## src/rtl/mtmr_pkg.sv

```systemverilog
package mtmr_pkg;

  typedef enum logic [1:0] {
    MODE_IDLE  = 2'b00,
    MODE_EVENT = 2'b01,
    MODE_TIMER = 2'b10,
    MODE_PULSE = 2'b11
  } tmrMode_e;

  // Strobes from control to datapath, one set per cycle.
  typedef struct packed {
    logic inc;    // advance the counter (reload at all ones)
    logic load;   // copy write data into the counter (stopped only)
    logic preWr;  // capture write data into the preload register
  } cntStrobe_t;

endpackage

```

## src/rtl/mtmr_datapath.sv

```systemverilog
module mtmr_datapath
  import mtmr_pkg::*;
#(
  parameter int WIDTH = 8
) (
  input  logic             clk,
  input  logic             rstN,
  input  cntStrobe_t       strobe,
  input  logic [WIDTH-1:0] preloadData,
  output logic [WIDTH-1:0] count,
  output logic             cntAtMax
);

  localparam logic [WIDTH-1:0] ALL_ONES = {WIDTH{1'b1}};

  logic [WIDTH-1:0] preQ;
  logic [WIDTH-1:0] cntQ;

  always_ff @(posedge clk or negedge rstN) begin
    if (!rstN) begin
      preQ <= '0;
    end else if (strobe.preWr) begin
      preQ <= preloadData;
    end
  end

  always_ff @(posedge clk or negedge rstN) begin
    if (!rstN) begin
      cntQ <= '0;
    end else if (strobe.load) begin
      cntQ <= preloadData;
    end else if (strobe.inc) begin
      cntQ <= cntAtMax ? preQ : cntQ + WIDTH'(1);
    end
  end

  assign cntAtMax = (cntQ == ALL_ONES);
  assign count    = cntQ;

  // overflow takes the value held in preload before this edge
  assert_reload_R4: assert property (@(posedge clk) disable iff (!rstN)
    (strobe.inc && cntAtMax) |=> (count == $past(preQ)));

  // a non-overflow step adds exactly one
  assert_step_R2: assert property (@(posedge clk) disable iff (!rstN)
    (strobe.inc && !cntAtMax) |=> (count == $past(count) + WIDTH'(1)));

  // a stopped-counter write lands in the count
  assert_load_R9: assert property (@(posedge clk) disable iff (!rstN)
    strobe.load |=> (count == $past(preloadData)));

  // a preload write alone does not move the count
  assert_hold_R9: assert property (@(posedge clk) disable iff (!rstN)
    (strobe.preWr && !strobe.load && !strobe.inc) |=> $stable(count));

endmodule

```

## src/rtl/mtmr_ctrl.sv

```systemverilog
module mtmr_ctrl
  import mtmr_pkg::*;
#(
  parameter int DIV         = 4,
  parameter int SYNC_STAGES = 2
) (
  input  logic       clk,
  input  logic       rstN,
  input  logic       srcSel,
  input  logic       rtcTick,
  input  logic       extPin,
  input  logic [1:0] modeSel,
  input  logic       edgeSel,
  input  logic       enWrStb,
  input  logic       enWrData,
  input  logic       preloadWr,
  input  logic       irqEn,
  input  logic       flagClr,
  input  logic       cntAtMax,
  output cntStrobe_t strobe,
  output logic       running,
  output logic       irqFlag,
  output logic       wakeup
);

  localparam int DIV_W = (DIV > 1) ? $clog2(DIV) : 1;

  tmrMode_e mode;
  assign mode = tmrMode_e'(modeSel);

  logic isEvent, isTimer, isPulse;
  assign isEvent = (mode == MODE_EVENT);
  assign isTimer = (mode == MODE_TIMER);
  assign isPulse = (mode == MODE_PULSE);

  // ---------------- pin synchronizer and edge detect ----------------
  logic [SYNC_STAGES-1:0] syncQ;
  logic pinLvl, pinPrev;

  generate
    if (SYNC_STAGES == 1) begin : g_sync1
      always_ff @(posedge clk or negedge rstN) begin
        if (!rstN) syncQ <= '0;
        else       syncQ <= extPin;
      end
    end else begin : g_syncN
      always_ff @(posedge clk or negedge rstN) begin
        if (!rstN) syncQ <= '0;
        else       syncQ <= {syncQ[SYNC_STAGES-2:0], extPin};
      end
    end
  endgenerate

  assign pinLvl = syncQ[SYNC_STAGES-1];

  always_ff @(posedge clk or negedge rstN) begin
    if (!rstN) pinPrev <= 1'b0;
    else       pinPrev <= pinLvl;
  end

  logic riseEdge, fallEdge, startEdge, endEdge;
  assign riseEdge  = pinLvl & ~pinPrev;
  assign fallEdge  = ~pinLvl & pinPrev;
  assign startEdge = edgeSel ? riseEdge : fallEdge;
  assign endEdge   = edgeSel ? fallEdge : riseEdge;

  // ---------------- enable bit and measurement window ----------------
  logic enQ, measQ;
  logic measDone;
  assign measDone = isPulse & measQ & endEdge;

  always_ff @(posedge clk or negedge rstN) begin
    if (!rstN) begin
      enQ <= 1'b0;
    end else if (enWrStb) begin
      enQ <= enWrData;
    end else if (measDone) begin
      enQ <= 1'b0;
    end
  end

  always_ff @(posedge clk or negedge rstN) begin
    if (!rstN) begin
      measQ <= 1'b0;
    end else if (enWrStb || !isPulse || !enQ) begin
      measQ <= 1'b0;
    end else if (!measQ && startEdge) begin
      measQ <= 1'b1;
    end else if (measQ && endEdge) begin
      measQ <= 1'b0;
    end
  end

  // ---------------- internal tick ----------------
  logic gateOpen, divTick, tick;
  assign gateOpen = (isTimer & enQ) | measQ;

  generate
    if (DIV == 1) begin : g_nodiv
      assign divTick = gateOpen;
    end else begin : g_div
      logic [DIV_W-1:0] divCnt;
      always_ff @(posedge clk or negedge rstN) begin
        if (!rstN) begin
          divCnt <= '0;
        end else if (!gateOpen || divCnt == DIV_W'(DIV - 1)) begin
          divCnt <= '0;
        end else begin
          divCnt <= divCnt + DIV_W'(1);
        end
      end
      assign divTick = gateOpen & (divCnt == DIV_W'(DIV - 1));
    end
  endgenerate

  assign tick = gateOpen & (srcSel ? rtcTick : divTick);

  // ---------------- strobes to datapath ----------------
  logic incNow, ovf;
  assign incNow = (isEvent & enQ & startEdge)
                | (isTimer & tick)
                | (isPulse & measQ & tick);
  assign ovf = incNow & cntAtMax;

  always_comb begin
    strobe       = '0;
    strobe.inc   = incNow;
    strobe.load  = preloadWr & ~enQ;
    strobe.preWr = preloadWr;
  end

  // ---------------- flag and wake-up ----------------
  always_ff @(posedge clk or negedge rstN) begin
    if (!rstN) begin
      irqFlag <= 1'b0;
    end else if (ovf && irqEn) begin
      irqFlag <= 1'b1;
    end else if (flagClr) begin
      irqFlag <= 1'b0;
    end
  end

  always_ff @(posedge clk or negedge rstN) begin
    if (!rstN) wakeup <= 1'b0;
    else       wakeup <= ovf;
  end

  assign running = enQ;

  // the end of a measurement drops the enable bit
  assert_autoclr_R6: assert property (@(posedge clk) disable iff (!rstN)
    (measDone && !enWrStb) |=> !running);

  // enable falls only from a write or a finished measurement
  assert_sticky_en_R8: assert property (@(posedge clk) disable iff (!rstN)
    $fell(running) |-> ($past(enWrStb) || $past(measQ)));

  // the flag drops only on a clear strobe
  assert_flag_clr_R5: assert property (@(posedge clk) disable iff (!rstN)
    $fell(irqFlag) |-> $past(flagClr));

  // the flag rises only while requests are enabled
  assert_flag_mask_R5: assert property (@(posedge clk) disable iff (!rstN)
    $rose(irqFlag) |-> $past(irqEn));

  // a new flag always comes with a wake-up pulse
  assert_wake_R4: assert property (@(posedge clk) disable iff (!rstN)
    $rose(irqFlag) |-> wakeup);

  // idle mode never advances the counter
  assert_idle_R10: assert property (@(posedge clk) disable iff (!rstN)
    (mode == MODE_IDLE) |-> !strobe.inc);

endmodule

```

## src/rtl/multimode_timer.sv

```systemverilog
module multimode_timer
  import mtmr_pkg::*;
#(
  parameter int WIDTH       = 8,
  parameter int DIV         = 4,
  parameter int SYNC_STAGES = 2
) (
  input  logic             clk,
  input  logic             rstN,
  input  logic             srcSel,
  input  logic             rtcTick,
  input  logic             extPin,
  input  logic [1:0]       modeSel,
  input  logic             edgeSel,
  input  logic             enWrStb,
  input  logic             enWrData,
  input  logic [WIDTH-1:0] preloadData,
  input  logic             preloadWr,
  input  logic             irqEn,
  input  logic             flagClr,
  output logic [WIDTH-1:0] count,
  output logic             running,
  output logic             irqFlag,
  output logic             wakeup
);

  cntStrobe_t strobe;
  logic       cntAtMax;

  mtmr_ctrl #(
    .DIV         (DIV),
    .SYNC_STAGES (SYNC_STAGES)
  ) u_ctrl (
    .clk       (clk),
    .rstN      (rstN),
    .srcSel    (srcSel),
    .rtcTick   (rtcTick),
    .extPin    (extPin),
    .modeSel   (modeSel),
    .edgeSel   (edgeSel),
    .enWrStb   (enWrStb),
    .enWrData  (enWrData),
    .preloadWr (preloadWr),
    .irqEn     (irqEn),
    .flagClr   (flagClr),
    .cntAtMax  (cntAtMax),
    .strobe    (strobe),
    .running   (running),
    .irqFlag   (irqFlag),
    .wakeup    (wakeup)
  );

  mtmr_datapath #(
    .WIDTH (WIDTH)
  ) u_dp (
    .clk         (clk),
    .rstN        (rstN),
    .strobe      (strobe),
    .preloadData (preloadData),
    .count       (count),
    .cntAtMax    (cntAtMax)
  );

endmodule

```

## config.mk

```make
export PLATFORM = sky130hd
export DESIGN_NAME = multimode_timer
export DESIGN_NICKNAME = d
export VERILOG_FILES = /design/src/rtl/mtmr_pkg.sv /design/src/rtl/mtmr_datapath.sv /design/src/rtl/mtmr_ctrl.sv /design/src/rtl/multimode_timer.sv
export SDC_FILE = /design/constraint.sdc
export NUM_CORES = 1
export LEC_CHECK = 0
export BUFFER_PORTS_ARGS = -buffer_cell sky130_fd_sc_hd__buf_4
export CORE_ASPECT_RATIO = 1.75
export CORE_MARGIN = 5
export CORE_UTILIZATION = 48
export DETAILED_ROUTE_END_ITERATION = 10
export HOLD_SLACK_MARGIN = 0.06
export PLACE_DENSITY_LB_ADDON = 0.05
export SLEW_MARGIN = 5
export SYNTH_ARGS = -nofsm -noshare
export SYNTH_HDL_FRONTEND = slang
export SYNTH_HIERARCHICAL = 1
export SYNTH_SLANG_ARGS = --single-unit
```

## constraint.sdc

```tcl
create_clock -name clk -period 2.1 [get_ports clk]
set_clock_uncertainty 0.05 [all_clocks]
set_input_delay 0.42 -clock clk [delete_from_list [all_inputs] [get_ports clk]]
set_output_delay 0.42 -clock clk [all_outputs]
set_load 0.02 [all_outputs]
```

Yosys cells after proc, flatten, opt, wreduce, memory -nomap -nowiden
Index checks and enable logic that the tools add are counted.
Widths: inputs -> output; s select.
- $add $sub $neg: 2
- equal/unequal tests: 5
- multiplexer cells: 14
- bitwise logic cells: 19
- reductions and logical operators: 14
- operators with widths (cell ; count):
    $mux 8 ; 3
    $and 1x1->1 ; 13
    $mux 1 ; 10
    $add 8x1->8 const B ; 1
    $eq 8x8->1 const B ; 1
    $eq 2x2->1 const B ; 3
    $reduce_bool 2->1 ; 3
    $logic_not 1->1 ; 4
    $logic_and 1x1->1 ; 3
    $logic_or 1x1->1 ; 3
    $not 1->1 ; 3
    $or 1x1->1 ; 3
    $reduce_bool 3->1 ; 1
    $add 2x1->2 const B ; 1
    $eq 2x1->1 const B ; 1
    $mux 2 ; 1
- bits in registers: 25
- input port bits: 21
- output and inout bits: 11
- word-level logic and storage cells: 63

Longest topological paths before layout
- depth in word-level cells: 12
- mapped depth: 10
- depth with buffers taken out: 8

Hierarchy
Netlist, hierarchy kept.
- by module, submodules not included (module ; times used ; cells each ; area an instance (um2) ; seq. area each (um2)):
    mtmr_datapath ; 1 ; 82 ; 869.6 ; 400.4
    mtmr_ctrl ; 1 ; 39 ; 445.4 ; 225.2

Least setup slack after synthesis
OpenSTA, ideal clock, no wires.
- kind: reg2reg
- start: register u_ctrl.g_div.divCnt[0]
- end: register u_dp.cntQ[6], in the netlist u_dp/count[6]
- library setup time: 0.128 ns
- arrival time: 1.591 ns
- required time: 1.922 ns
- path slack: 0.331 ns
- cell stages (with the launch flop): 11
- path buffers: 2
- clock period less this slack: 1.769 ns
- cell sequence: dfrtp_1 ha_1 mux2_2 o211ai_2 nand2_1 buf_4 clkbuf_1 nand2_1 nor2_1 mux2i_1 o21ai_0
- longest elaborated chain between the ends: 8
- elaborated cells on any way between the ends: 9
- those cells by class: eq/ne (1); mux (1); bitwise (6); reduce/logical (1)
- RTL lines (item ; line ; source):
    from (decl) ; mtmr_ctrl.sv:102 ; logic [DIV_W-1:0] divCnt;
    from (signal assigned) ; mtmr_ctrl.sv:109 ; divCnt <= divCnt + DIV_W'(1);
    $eq 2x2->1 (*) ; mtmr_ctrl.sv:112 ; assign divTick = gateOpen & (divCnt == DIV_W'(DIV - 1));
    $and 1x1->1 (*) ; mtmr_ctrl.sv:112 ;
    $mux 1 (*) ; mtmr_ctrl.sv:116 ; assign tick = gateOpen & (srcSel ? rtcTick : divTick);
    $and 1x1->1 (*) ; mtmr_ctrl.sv:116 ;
    $and 1x1->1 ; mtmr_ctrl.sv:121 ; | (isTimer & tick)
    $or 1x1->1 ; mtmr_ctrl.sv:121 ;
    $or 1x1->1 (*) ; mtmr_ctrl.sv:122 ; | (isPulse & measQ & tick);
    named net u_ctrl.incNow ; mtmr_ctrl.sv:119 ; logic incNow, ovf;
    $reduce_bool 2->1 (no source line) (*) ; - ;
    to (signal assigned) ; mtmr_datapath.sv:31 ; cntQ <= preloadData;
    to (signal assigned) ; mtmr_datapath.sv:33 ; cntQ <= cntAtMax ? preQ : cntQ + WIDTH'(1);
    to (decl) ; mtmr_datapath.sv:17 ; logic [WIDTH-1:0] cntQ;
Mark *: on every way through the listed nets, which the timed path passes. The rest lies on a longest branch.
A chain may end at the register's enable or synchronous reset.

==> results.md <==
- Vias per cell: ~5.8
- CTS Buffer Depth: 2
- Std-Cell Rows: 25
- Post-route insts no fill: 179
- CTS tree: done
- Final setup vio count: 0
- Crit path required time: 2180 ps
- Leakage Power: approximately 0.7 nW
- Die height: between 70 and 80 µm
- WHS: about 220 ps
- Status: completed
- Hold crit path type: in -> reg
- Total track usage: 15.2%
- Aggregate routed wire length: a little under 3000 µm
- Commonest non-fill, non-tap cell in the layout: buf_4
- Kind of critical path: reg -> reg
- Register area share after synthesis: around 48%
- Cts hold-fix bufs: 1
- First-pass detailed-route iteration total: 4
- Post-synth top area share: 47.6%
- HPWL Detailed: about 2300 µm
- Worst-Margin Slew: ~330 ps
- Global-route wire length before repair: roughly 4800 µm
- Vias in the first global route: approximately 1100
- Pin count of the biggest net entering global routing: 26
- Post-synth top area cell: dfrtp_1
- Post-layout minimum cycle time: around 1900 ps
- Fin. max-slew vios: 0
- Design area: 1610 µm²
- Boundary pin count: 32
- Tcrit/Tclk final: between 80 and 90%
- Share of cells above drive strength 1: 33.6%
- Synthesized cell area: approximately 1300 µm²
- Die area: roughly 3900 µm²
- Initial core utilization: between 40% and 50%
- Dpl cells: approximately 170
- Hold violation total from the final report: 0
- Die width: 49.6 µm
- Library cells used by synthesis: 36
- PortBufs: 31
- CTS Buf Count: 3
- Worst IR drop on VDD: roughly 420 µV
- Total congestion overflow: 0
- Flops & latches, synth: 25
- Synth Flop Type: dfrtp_1
- RSZ-0062 raised after global routing: no
- Critical Path AT: between 1500 and 2000 ps
- Setup TNS Final: 0 ps
- Antenna violations before repair: 0
- CP Launch Type: flip-flop
- FMAX: 530 MHz
- Largest cells by area after synthesis: dfrtp_1 48%, mux2_2 7.7%, mux2i_1 5.3%
- Core Box Area: about 2700 µm²
- EDFF count, synth: 0
- Setup bufs post-CTS: 0
- CTS Sinks: 25
- H-tree levels: 1
- Number of diodes: 0
- Crit. End Element: flip-flop
- Tot Pwr: 1.20 mW
- Pwr/cell area: between 700 and 800 nW/µm²
- Layout net count: approximately 180
- Routability congestion estimate from global placement: ~0.82
- DR DRC count: 0
- Routed len/inst: 16.4 µm
- Worst-path fanout max: 9
- Placed Area: 1560 µm²
- Worst rel slew slack: roughly 78%
- 1st-iter DRT viols: 22
- Post-Syn Nets: around 140
- Worst-skew pair later-pin latency: between 200 and 300 ps
- Cts repair resizes: 0
- Synth Warn #: 6
- Most frequent cells in the layout: 32 x buf_4, 25 x dfrtp_1, 10 x a21oi_1, 9 x mux2_2, 9 x nand2_1
- Asr flop ratio synth: 100%
- CTS clock-pin slew for the worst setup and hold paths: ~80 ps
- Via count: 1043
- Syn-to-layout area delta: 22.6%
- Antenna Nets Post-Route: 0
- MaxCap Viol Count: 0
- Post-synthesis cell count: between 100 and 150
- Avg Inst Size Synth: 10.9 µm²
- Root Driver: clkbuf_8
[power breakdown]
| part | internal, mW | total [mW] | switching [mW] | leakage, nW |
|---|---|---|---|---|
| combinational | 0.158 | 0.322 | 0.163 | 0.375 |
| sequential | 0.535 | 0.606 | 0.0714 | 0.308 |
| clock | 0.135 | 0.271 | 0.136 | 0.0228 |
| total | 0.828 | 1.20 | 0.370 | 0.706 |
[cell usage after synthesis, types with 2 or more instances]
cell type	instances
clkbuf_1	3
o31ai_1	2
nor3b_1	7
nor3_2	2
ha_1	2
nor3_1	5
mux2_2	9
a21oi_1	10
nand2_1	9
nand3_1	4
buf_4	2
dfrtp_1	25
mux2i_1	7
o21ai_1	5
nand2b_1	4
nor2_1	2
a31oi_1	2
and3b_1	3
[logic make-up after synthesis]
group	Yosys count	share of synthesized area, %
buffers and inverters	7	2.66
adders and majority gates	2	1.90
xor gates and xnor gates	2	1.33
AOI/OAI and AO/OA	27	13.1
muxes	16	13.0
DFF	25	47.6
and+or+nand+nor	42	20.4
[critical path, stage by stage (launching register included)]
cell	delay (ps)
dfrtp_1	390
ha_1	230
mux2_2	280
o211ai_2	100
nand2_1	240
nand2b_1	340
o31ai_1	150
[stage by stage]
stage	worst slack [ps]	util [%]
6_report	212	60.7
5_1_grt	99.0	60.7
4_1_cts	223	60.7
3_3_place_gp	279	58.6
2_1_floorplan	331	-
3_5_place_dp	223	58.6
[layer usage]
| layer | share of wire (%) | vias up | track usage, % | wire [µm] |
|---|---|---|---|---|
| met1 | 40 | 516 | 17.3 | 1170 |
| met5 | 0 | - | 0 | 0 |
| met4 | 0.65 | 0 | 3.15 | 19 |
| met2 | 55 | 24 | 28.4 | 1630 |
| li1 | - | 501 | - | - |
| met3 | 4.0 | 2 | 2.81 | 118 |
[path summary, 6_finish.rpt]
kind,to,slack [ps],depth (start not counted),from
setup / recovery,u_dp/count[7],210,6,u_ctrl/g_div.divCnt[0]
hold / removal,u_ctrl/syncQ[0],220,1,extPin
setup reg to reg,u_dp/count[7],210,6,u_ctrl/g_div.divCnt[0]
hold reg to reg,u_ctrl/syncQ[1],300,0,u_ctrl/syncQ[0]
max in group asynchronous,u_dp/preQ[2],1210,2,rstN
min in group asynchronous,u_ctrl/wakeup,540,2,rstN
[sequential cells by signal, summed over array words and instances, names as in the netlist]
| signal | count |
|---|---|
| u_ctrl/g_div.divCnt | 2 |
| u_ctrl/irqFlag | 1 |
| u_ctrl/measQ | 1 |
| u_ctrl/pinPrev | 1 |
| u_ctrl/running | 1 |
| u_ctrl/syncQ | 2 |
| u_ctrl/wakeup | 1 |
| u_dp/count | 8 |
| u_dp/preQ | 8 |
[area by class of cell]
cell class | count | area (µm²)
Sequential cell | 25 | 626
Timing Repair Buffer | 33 | 250
Multi-Input combinational cell | 89 | 654
Inverter | 1 | 3.75
Tap cell | 27 | 33.8
Clock buffer | 4 | 45.0
Fill cell | 229 | 1050
No activity file was read; power rests on OpenSTA's default activity.
